$ cat src/rtl/xbs_pkg.sv
package xbs_pkg;

    typedef enum logic [2:0] {
        PH_IDLE = 3'd0,
        PH_ADDR = 3'd1,
        PH_DATA = 3'd2,
        PH_TAIL = 3'd3,
        PH_DONE = 3'd4
    } xbs_phase_e;

endpackage

$ cat src/rtl/xbs_seq.sv
module xbs_seq
    import xbs_pkg::*;
#(
    parameter int ADDR_W   = 20,
    parameter int DATA_W   = 16,
    parameter int DATA_CYC = 2
) (
    input  logic              clk,
    input  logic              rst_n,
    input  logic              req_valid,
    input  logic              req_ext,
    input  logic [ADDR_W-1:0] req_addr,
    input  logic              req_word,
    input  logic              req_write,
    input  logic [DATA_W-1:0] req_wdata,
    input  logic              cfg_split,
    input  logic              cfg_hb_enable,
    output xbs_phase_e        phase_o,
    output logic [ADDR_W-1:0] addr_o,
    output logic              word_o,
    output logic              write_o,
    output logic [DATA_W-1:0] wdata_o,
    output logic              split_o,
    output logic              hb_en_o
);

    localparam int CNT_W = (DATA_CYC > 1) ? $clog2(DATA_CYC) : 1;
    localparam logic [CNT_W-1:0] CNT_LAST = CNT_W'(DATA_CYC - 1);

    typedef struct packed {
        xbs_phase_e        ph;
        logic [CNT_W-1:0]  cnt;
        logic [ADDR_W-1:0] addr;
        logic              word;
        logic              write;
        logic [DATA_W-1:0] wdata;
        logic              split;
        logic              hb_en;
    } seq_st_t;

    seq_st_t st_d, st_q;

    always_comb begin
        st_d = st_q;
        unique case (st_q.ph)
            PH_IDLE: begin
                if (req_valid && req_ext) begin
                    st_d.ph    = PH_ADDR;
                    st_d.addr  = req_addr;
                    st_d.word  = req_word;
                    st_d.write = req_write;
                    st_d.wdata = req_wdata;
                    st_d.split = cfg_split;
                    st_d.hb_en = cfg_hb_enable;
                end
            end
            PH_ADDR: begin
                st_d.ph  = PH_DATA;
                st_d.cnt = '0;
            end
            PH_DATA: begin
                if (st_q.cnt == CNT_LAST) begin
                    st_d.ph = PH_TAIL;
                end else begin
                    st_d.cnt = st_q.cnt + 1'b1;
                end
            end
            PH_TAIL: st_d.ph = PH_DONE;
            PH_DONE: st_d.ph = PH_IDLE;
            default: st_d.ph = PH_IDLE;
        endcase
    end

    always_ff @(posedge clk or negedge rst_n) begin
        if (!rst_n) begin
            st_q <= '0;
        end else begin
            st_q <= st_d;
        end
    end

    assign phase_o = st_q.ph;
    assign addr_o  = st_q.addr;
    assign word_o  = st_q.word;
    assign write_o = st_q.write;
    assign wdata_o = st_q.wdata;
    assign split_o = st_q.split;
    assign hb_en_o = st_q.hb_en;

    // a running cycle never restarts from a new request
    p_no_restart_r6: assert property (@(posedge clk) disable iff (!rst_n)
        (st_q.ph inside {PH_ADDR, PH_DATA, PH_TAIL}) |=> (st_q.ph != PH_ADDR));

    // captured request and configuration hold while the cycle runs
    p_hold_req_r13: assert property (@(posedge clk) disable iff (!rst_n)
        (st_q.ph inside {PH_ADDR, PH_DATA, PH_TAIL}) |=>
            ($stable(st_q.addr) && $stable(st_q.split) && $stable(st_q.hb_en)
             && $stable(st_q.write) && $stable(st_q.word)));

    // the completion phase lasts a single clock
    p_done_once_r5: assert property (@(posedge clk) disable iff (!rst_n)
        (st_q.ph == PH_DONE) |=> (st_q.ph == PH_IDLE));

endmodule

$ cat src/rtl/xbs_lane.sv
module xbs_lane #(
    parameter int DATA_W = 16
) (
    input  logic              addr_lsb,
    input  logic              word,
    input  logic [DATA_W-1:0] wdata,
    output logic              a0_out,
    output logic              hi_active,
    output logic [DATA_W-1:0] lane_data
);

    localparam int BYTE_W = DATA_W / 2;

    always_comb begin
        if (word) begin
            a0_out    = 1'b0;
            hi_active = 1'b1;
            lane_data = wdata;
        end else begin
            a0_out    = addr_lsb;
            hi_active = addr_lsb;
            lane_data = {wdata[BYTE_W-1:0], wdata[BYTE_W-1:0]};
        end
    end

endmodule

$ cat src/rtl/xbs_drive.sv
module xbs_drive
    import xbs_pkg::*;
#(
    parameter int ADDR_W = 20,
    parameter int DATA_W = 16
) (
    input  xbs_phase_e          phase,
    input  logic [ADDR_W-1:1]   addr_up,
    input  logic                write,
    input  logic                split,
    input  logic                hb_en,
    input  logic                a0_out,
    input  logic                hi_active,
    input  logic [DATA_W-1:0]   lane_data,
    output logic                addr_strobe,
    output logic [ADDR_W-DATA_W-1:0] addr_hi,
    output logic [DATA_W-1:0]   addr_lo,
    output logic [DATA_W-1:0]   ad_out,
    output logic                ad_oe,
    output logic                hb_n,
    output logic                rd_n,
    output logic                wr_n,
    output logic                cyc_done,
    output logic                busy
);

    logic              in_addr, in_data, in_span;
    logic [DATA_W-1:0] low_addr;

    always_comb begin
        in_addr  = (phase == PH_ADDR);
        in_data  = (phase == PH_DATA);
        in_span  = in_addr || in_data;
        low_addr = {addr_up[DATA_W-1:1], a0_out};

        addr_strobe = in_addr;
        rd_n        = !(in_data && !write);
        wr_n        = !(in_data && write);
        cyc_done    = (phase == PH_DONE);
        busy        = (phase != PH_IDLE);

        addr_hi = in_span ? addr_up[ADDR_W-1:DATA_W] : '0;
        addr_lo = (in_span && split) ? low_addr : '0;

        ad_oe  = 1'b0;
        ad_out = '0;
        if (in_addr && !split) begin
            ad_oe  = 1'b1;
            ad_out = low_addr;
        end else if (in_data && write) begin
            ad_oe  = 1'b1;
            ad_out = lane_data;
        end

        if (hb_en) begin
            hb_n = !(in_span && hi_active);
        end else begin
            hb_n = !(in_data && write && hi_active);
        end
    end

endmodule

$ cat src/rtl/xbus_strobe_gen.sv
module xbus_strobe_gen
    import xbs_pkg::*;
#(
    parameter int ADDR_W   = 20,
    parameter int DATA_W   = 16,
    parameter int DATA_CYC = 2
) (
    input  logic                     clk,
    input  logic                     rst_n,
    input  logic                     req_valid,
    input  logic                     req_ext,
    input  logic [ADDR_W-1:0]        req_addr,
    input  logic                     req_word,
    input  logic                     req_write,
    input  logic [DATA_W-1:0]        req_wdata,
    input  logic                     cfg_split,
    input  logic                     cfg_hb_enable,
    output logic                     addr_strobe,
    output logic [ADDR_W-DATA_W-1:0] addr_hi,
    output logic [DATA_W-1:0]        addr_lo,
    output logic [DATA_W-1:0]        ad_out,
    output logic                     ad_oe,
    output logic                     hb_n,
    output logic                     rd_n,
    output logic                     wr_n,
    output logic                     cyc_done,
    output logic                     busy
);

    xbs_phase_e        phase;
    logic [ADDR_W-1:0] cur_addr;
    logic              cur_word, cur_write, cur_split, cur_hb_en;
    logic [DATA_W-1:0] cur_wdata;
    logic              a0_out, hi_active;
    logic [DATA_W-1:0] lane_data;

    xbs_seq #(
        .ADDR_W  (ADDR_W),
        .DATA_W  (DATA_W),
        .DATA_CYC(DATA_CYC)
    ) i_seq (
        .clk          (clk),
        .rst_n        (rst_n),
        .req_valid    (req_valid),
        .req_ext      (req_ext),
        .req_addr     (req_addr),
        .req_word     (req_word),
        .req_write    (req_write),
        .req_wdata    (req_wdata),
        .cfg_split    (cfg_split),
        .cfg_hb_enable(cfg_hb_enable),
        .phase_o      (phase),
        .addr_o       (cur_addr),
        .word_o       (cur_word),
        .write_o      (cur_write),
        .wdata_o      (cur_wdata),
        .split_o      (cur_split),
        .hb_en_o      (cur_hb_en)
    );

    xbs_lane #(
        .DATA_W(DATA_W)
    ) i_lane (
        .addr_lsb (cur_addr[0]),
        .word     (cur_word),
        .wdata    (cur_wdata),
        .a0_out   (a0_out),
        .hi_active(hi_active),
        .lane_data(lane_data)
    );

    xbs_drive #(
        .ADDR_W(ADDR_W),
        .DATA_W(DATA_W)
    ) i_drive (
        .phase      (phase),
        .addr_up    (cur_addr[ADDR_W-1:1]),
        .write      (cur_write),
        .split      (cur_split),
        .hb_en      (cur_hb_en),
        .a0_out     (a0_out),
        .hi_active  (hi_active),
        .lane_data  (lane_data),
        .addr_strobe(addr_strobe),
        .addr_hi    (addr_hi),
        .addr_lo    (addr_lo),
        .ad_out     (ad_out),
        .ad_oe      (ad_oe),
        .hb_n       (hb_n),
        .rd_n       (rd_n),
        .wr_n       (wr_n),
        .cyc_done   (cyc_done),
        .busy       (busy)
    );

    // the latch pulse is one clock wide
    p_strobe_once_r2: assert property (@(posedge clk) disable iff (!rst_n)
        addr_strobe |=> !addr_strobe);

    // the latch pulse is followed by a data strobe
    p_strobe_then_data_r4: assert property (@(posedge clk) disable iff (!rst_n)
        addr_strobe |=> (!rd_n || !wr_n));

    // read and write strobes are exclusive
    p_rd_wr_excl_r4: assert property (@(posedge clk) disable iff (!rst_n)
        !(!rd_n && !wr_n));

    // completion pulse is one clock wide
    p_done_pulse_r5: assert property (@(posedge clk) disable iff (!rst_n)
        cyc_done |=> !cyc_done);

    // in write-strobe role the byte pin moves only with wr_n
    p_hb_with_wr_r12: assert property (@(posedge clk) disable iff (!rst_n)
        (!cur_hb_en && !hb_n) |-> !wr_n);

    // the byte pin is released whenever no cycle runs
    p_hb_idle_r11: assert property (@(posedge clk) disable iff (!rst_n)
        !busy |-> hb_n);

endmodule

$ cat config.mk
export PLATFORM = sky130hd
export DESIGN_NAME = xbus_strobe_gen
export DESIGN_NICKNAME = d
export VERILOG_FILES = /design/src/rtl/xbs_pkg.sv /design/src/rtl/xbs_seq.sv /design/src/rtl/xbs_lane.sv /design/src/rtl/xbs_drive.sv /design/src/rtl/xbus_strobe_gen.sv
export SDC_FILE = /design/constraint.sdc
export NUM_CORES = 1
export LEC_CHECK = 0
export BUFFER_PORTS_ARGS = -buffer_cell sky130_fd_sc_hd__buf_2
export CAP_MARGIN = 40
export CELL_PAD_IN_SITES_DETAIL_PLACEMENT = 2
export CELL_PAD_IN_SITES_GLOBAL_PLACEMENT = 2
export CORE_MARGIN = 5
export CORE_UTILIZATION = 28
export CTS_CLUSTER_SIZE = 25
export DETAILED_ROUTE_END_ITERATION = 12
export GPL_ROUTABILITY_DRIVEN = 0
export PLACE_DENSITY = 0.82
export SETUP_SLACK_MARGIN = 0.02
export SLEW_MARGIN = 20
export SYNTH_ARGS = -nofsm -noshare
export SYNTH_HDL_FRONTEND = slang
export SYNTH_SLANG_ARGS = --single-unit
$ cat constraint.sdc
create_clock -name clk -period 1.7 [get_ports clk]
set_clock_uncertainty 0.1 [all_clocks]
set_input_delay 0 -clock clk [delete_from_list [all_inputs] [get_ports clk]]
set_output_delay 0 -clock clk [all_outputs]
set_load 0.03 [all_outputs]
Yosys cells after proc, flatten, opt, wreduce, memory -nomap -nowiden
Cells that the tools add are included.
Widths: inputs -> output; s select.

operators by class
  add/sub/neg operators = 1
  $mul = 0
  div/mod/pow operators = 0
  magnitude comparators = 0
  equality and inequality tests = 6
  shifts and indexed selects = 0
  mux-type cells = 15
  bitwise gates (word level) = 0
  reduce and logical (&&, ||, !) cells = 19

operators by type and width
  cell                 number
  $mux 16              4
  $pmux 3 s4           1
  $logic_and 1x1->1    7
  $eq 3x2->1 const B   2
  $logic_not 1->1      6
  $mux 1               6
  $mux 3               2
  $mux 4               1
  $reduce_and 2->1     2
  $eq 3x1->1 const B   1
  $eq 3x3->1 const B   1
  $logic_not 3->1      1
  $reduce_bool 3->1    1
  $ne 2x1->1 const B   1
  $ne 2x2->1 const B   1
  $pmux 1 s2           1
  $reduce_bool 2->1    1
  $add 1x1->1 const B  1
  $logic_or 1x1->1     1

storage, ports and cells
  flip-flop bits (word level) = 44
  latch bits = 0
  memory bits (writable) = 0
  ROM bits = 0
  output and inout port bits = 43
  word-level logic and storage cells = 49
  memories kept = 0

Depth between registers and ports, before layout
  depth in word-level cells = 5
  depth in mapped cells = 5
  depth with buffers taken out = 4

Modules after synthesis
A second synthesis with hierarchy kept.

unflattened totals
  cell total of the unflattened synthesis = 233
  area, all modules = 2864.0 um^2

modules (own cells, without submodules)
  module     times used  cells an instance  area each (um^2)  seq. area each (um^2)
  xbs_seq    1           140                2155.8            1101.1
  xbs_drive  1           74                 501.7             0.0
  xbs_lane   1           19                 206.4             0.0

Least setup slack after synthesis
OpenSTA, ideal clock, no wires.

  kind = reg-to-output
  from = register i_seq.st_q, in the netlist i_seq.phase_o[2]
  to = output port ad_out[10]
  arrival = 1.726 ns
  required time = 1.600 ns
  path slack = -0.126 ns
  cell stages (with the launch flop) = 5
  buffers on the path = 0
  cells stage by stage = dfrtp_1 > nor2_1 > and3_1 > inv_1 > o21ai_0

between the ends
  cells in the longest elaborated chain, start to end = 4

RTL lines
  what                    RTL line               source
  start, declared         xbs_seq.sv:41          seq_st_t st_d, st_q;
  start signal, assigned  xbs_seq.sv:78          st_q <= st_d;
  $eq 3x2->1              xbs_drive.sv:32        in_data = (phase == PH_DATA);
  $logic_and 1x1->1       xbs_drive.sv:50        end else if (in_data && write) begin
  $mux 16                 xbs_drive.sv:50
  $mux 16 *               xbs_drive.sv:47        if (in_addr && !split) begin
  end, declared           xbus_strobe_gen.sv:21  output logic [DATA_W-1:0] ad_out,

Every way passes the cells marked *; elsewhere a longest branch is shown, timed or not.

Final worst setup path
  from = register i_seq.st_q, in the netlist i_seq.phase_o[1]
  to = register i_seq.st_q, in the netlist i_seq.addr_o[10]

between the ends
  cells in the longest elaborated chain, start to end = 2

RTL lines
  what                               RTL line       source
  $logic_not 3->1                    xbs_seq.sv:45  unique case (st_q.ph)
  $reduce_and 2->1 (no source line)  n/a

Every way passes these cells.
A chain may end at the register's enable or synchronous reset.

==> results.toml <==
[outcome]
status = "finished with violations"
violations = "negative setup slack"

[logic_synthesis]
synth.distinct_cells = 30
synth_top_family_by_area = "multiplexers"
yosysWarningCount = 0
synth_fa_ha_area_share_pct = 0
ys_async_sr_fraction_pct = 100.0
syn-instance-count = 170
synth_top_cell_by_area = "dfrtp_1"
syn_area_per_cell_um2 = 13.35
syn_nets = 214
synth.mux.area_fraction_pct = 28.34
synthTopCellsByArea = "dfrtp_1, mux2_4, and2_1"
synth_top_cell_area_share_pct = 48.51
synth.yosys.seq_area_share_pct = 48.51
synth-compound-area-share_pct = 5.733
synth_ff_type = "dfrtp_1"
syn-cell-area_um2 = 2270
synth_edf_count = 0
synth_simple_gate_area_share_pct = 12.90
synth_xor_area_share_pct = 0.3859
synth.ff_latch_count = 44

[route]
drc = 0
ant_nets = 0
dr_wl_met3_um = 451
finalWirelength_um = 9325
wl_met2_um = 5174
vias = 2027
drt_iter0_drc = 36
vias_per_cell = 4.769
highest_layer = "met4"
drt_pass1_iterations = 4
wl_per_cell_um = 21.94
wl_met1_um = 3614

[clocking]
cts_tree = "yes"
cts_root_buf = "clkbuf_8"
ctsLongestPathBuffers = 2
clk_latency_ps = 300
cts_made_buffers = 5
h-tree-depth = 2
clkTransAtPathRegs_ps = 100
clock-sinks = 44

[timing]
rsz0062_at_grt = "yes"
min_period_over_period_pct = 111.2
setup_ws_ps = -189.6
finalSetupViolations = 78
report.final.hold_viol_count = 0
slew_headroom_pct = 59.92
fin_crit_ps = 1890
worst_slew_pin_slew_ps = 601.2
fmax_ghz = 0.5292
holdWs_ps = 115.6
drv_slew = 0

[global_route]
grt_pass1_vias = 2387
grt_max_degree = 24
grtUsageTotal_pct = 16.89
grt_pass1_wl_um = 13020
grt_antenna_before_repair = 0
grt-ovfl-total = 0

[pwr]
power.share.combinational_pct = 64.0
internal-power_uw = 4818
power.share.switching_pct = 41.79
p_seq_share_pct = 26.0
p_total_uw = 8276
p_per_area_nw_per_um2 = 2012
ir_drop_v = 0.001109
p_sw_uw = 3458
pwr-share-clk_pct = 9.9
leakagePower_uw = 0.001994

[die]
rows = 32
initial_utilization_pct = 29.07
io_pins = 87
dieArea_um2 = 10010
die_y_um = 100.0
coreArea_um2 = 7807
fp.dieW_um = 100.0

[cells_and_area]
drive_gt1_share_pct = 62.23
syn_to_final_growth_pct = 81.20
n_antenna_cell = 0
final_common_cell = "buf_2"
fin_nets = 366
mostFrequentLayoutCells = "buf_2, dfrtp_1, buf_6"
fin_util_pct = 52.68

[worst_setup_path]
startpoint_type = "register"
critical_path_arrival_ps = 1990
reg2reg_depth = 5
cp_max_fo = 7
cp_data_required_time_ps = 1800
cp-end-kind = "register"
crit_type = "register to register"

[placed_design]
dp_slack_ps = -16.36
hpwlAfterDp_um = 5286
io_buffer_count = 86

[min_path]
hold_class = "primary input to async pin"

[job]
drv_cap = 0
kinds of logic (layout without fill, tap and decap cells):
logic type,after synthesis,count (layout)
muxes,48,48
and+or+nand+nor,46,46
DFF,44,44
AOI/OAI and AO/OA,19,19
buffers and inverters,12,165
xor gates and xnor gates,1,1
flip-flops by register name (all words and copies together), names as in the netlist:
signal and count:
i_seq.hb_en_o 1, i_seq.wdata_o 16, i_seq.split_o 1, i_seq.addr_o 20
i_seq.phase_o 3, i_seq.st_q 1, i_seq.word_o 1, i_seq.write_o 1
final cells by class:
| class | instances | area (µm²) |
|---|---|---|
| clock buffers | 5 | 68.82 |
| well taps | 102 | 127.6 |
| repair buffers | 154 | 1471 |
| fillers | 730 | 3695 |
| multi-input cells | 114 | 1282 |
| flip-flops and latches | 44 | 1101 |
| clock inverters | 3 | 42.54 |
| inverters | 3 | 18.77 |
synth_stat cells, drive strengths merged, types with 2 or more instances:
| cell | instances |
|---|---|
| a22o | 7 |
| and2 | 20 |
| and3 | 2 |
| buf | 7 |
| clkbuf | 2 |
| dfrtp | 44 |
| inv | 3 |
| mux2 | 40 |
| mux2i | 8 |
| nand2 | 10 |
| nor2 | 7 |
| nor3b | 2 |
| o21ai | 9 |
critical path: stages, from the launching register on:
cell	delay [ps]
dfrtp_1	400
buf_4	140
or3_4	400
nor2_8	220
clkbuf_16	220
mux2_4	310
power groups by stage:
stage	clock (µW)	combinational [µW]	sequential (µW)
floorplan	0	2680	1870
global placement	0	3590	2010
detailed placement	0	3720	2050
CTS	832	4660	2060
global route	882	5570	2240
finish	822	5300	2160
routing by layer:
| layer | GRT usage [%] | up-vias |
|---|---|---|
| li1 | - | 898 |
| met1 | 18.98 | 1053 |
| met2 | 32.07 | 69 |
| met3 | 4.517 | 7 |
| met4 | 3.109 | 0 |
| met5 | 0 | - |
per-stage QoR:
| stage | TNS (ps) | instances | instance area, µm² |
|---|---|---|---|
| floorplan | -2447 | 170 | 2311 |
| global placement | 0 | 362 | 2955 |
| detailed placement | -58.33 | 362 | 2955 |
| CTS | -9518 | 417 | 3800 |
| global route | -15680 | 425 | 4113 |
| finish | -11010 | 425 | 4113 |
timing repair:
item / 4_1_cts / 5_1_grt
setup buffers: 5 / 4
gates cloned: 1 / 4
hold endpoints to repair: 84 / 0
endpoints found under the setup margin: 76 / 78
gates resized for setup: 89 / 53
hold buffers: 41 / 0
pin swaps: 8 / 10
worst paths after layout:
path	from	end	slack, ps
setup / recovery	i_seq.phase_o[1]	i_seq.addr_o[10]	-190
hold / removal	rst_n	i_seq.addr_o[10]	120
setup reg to reg	i_seq.phase_o[1]	i_seq.addr_o[10]	-190
hold reg to reg	i_seq.wdata_o[15]	i_seq.wdata_o[15]	430
max in group asynchronous	rst_n	i_seq.addr_o[2]	850
min in group clk	req_ext	i_seq.phase_o[0]	140
No activity file was read; power rests on OpenSTA's default activity.
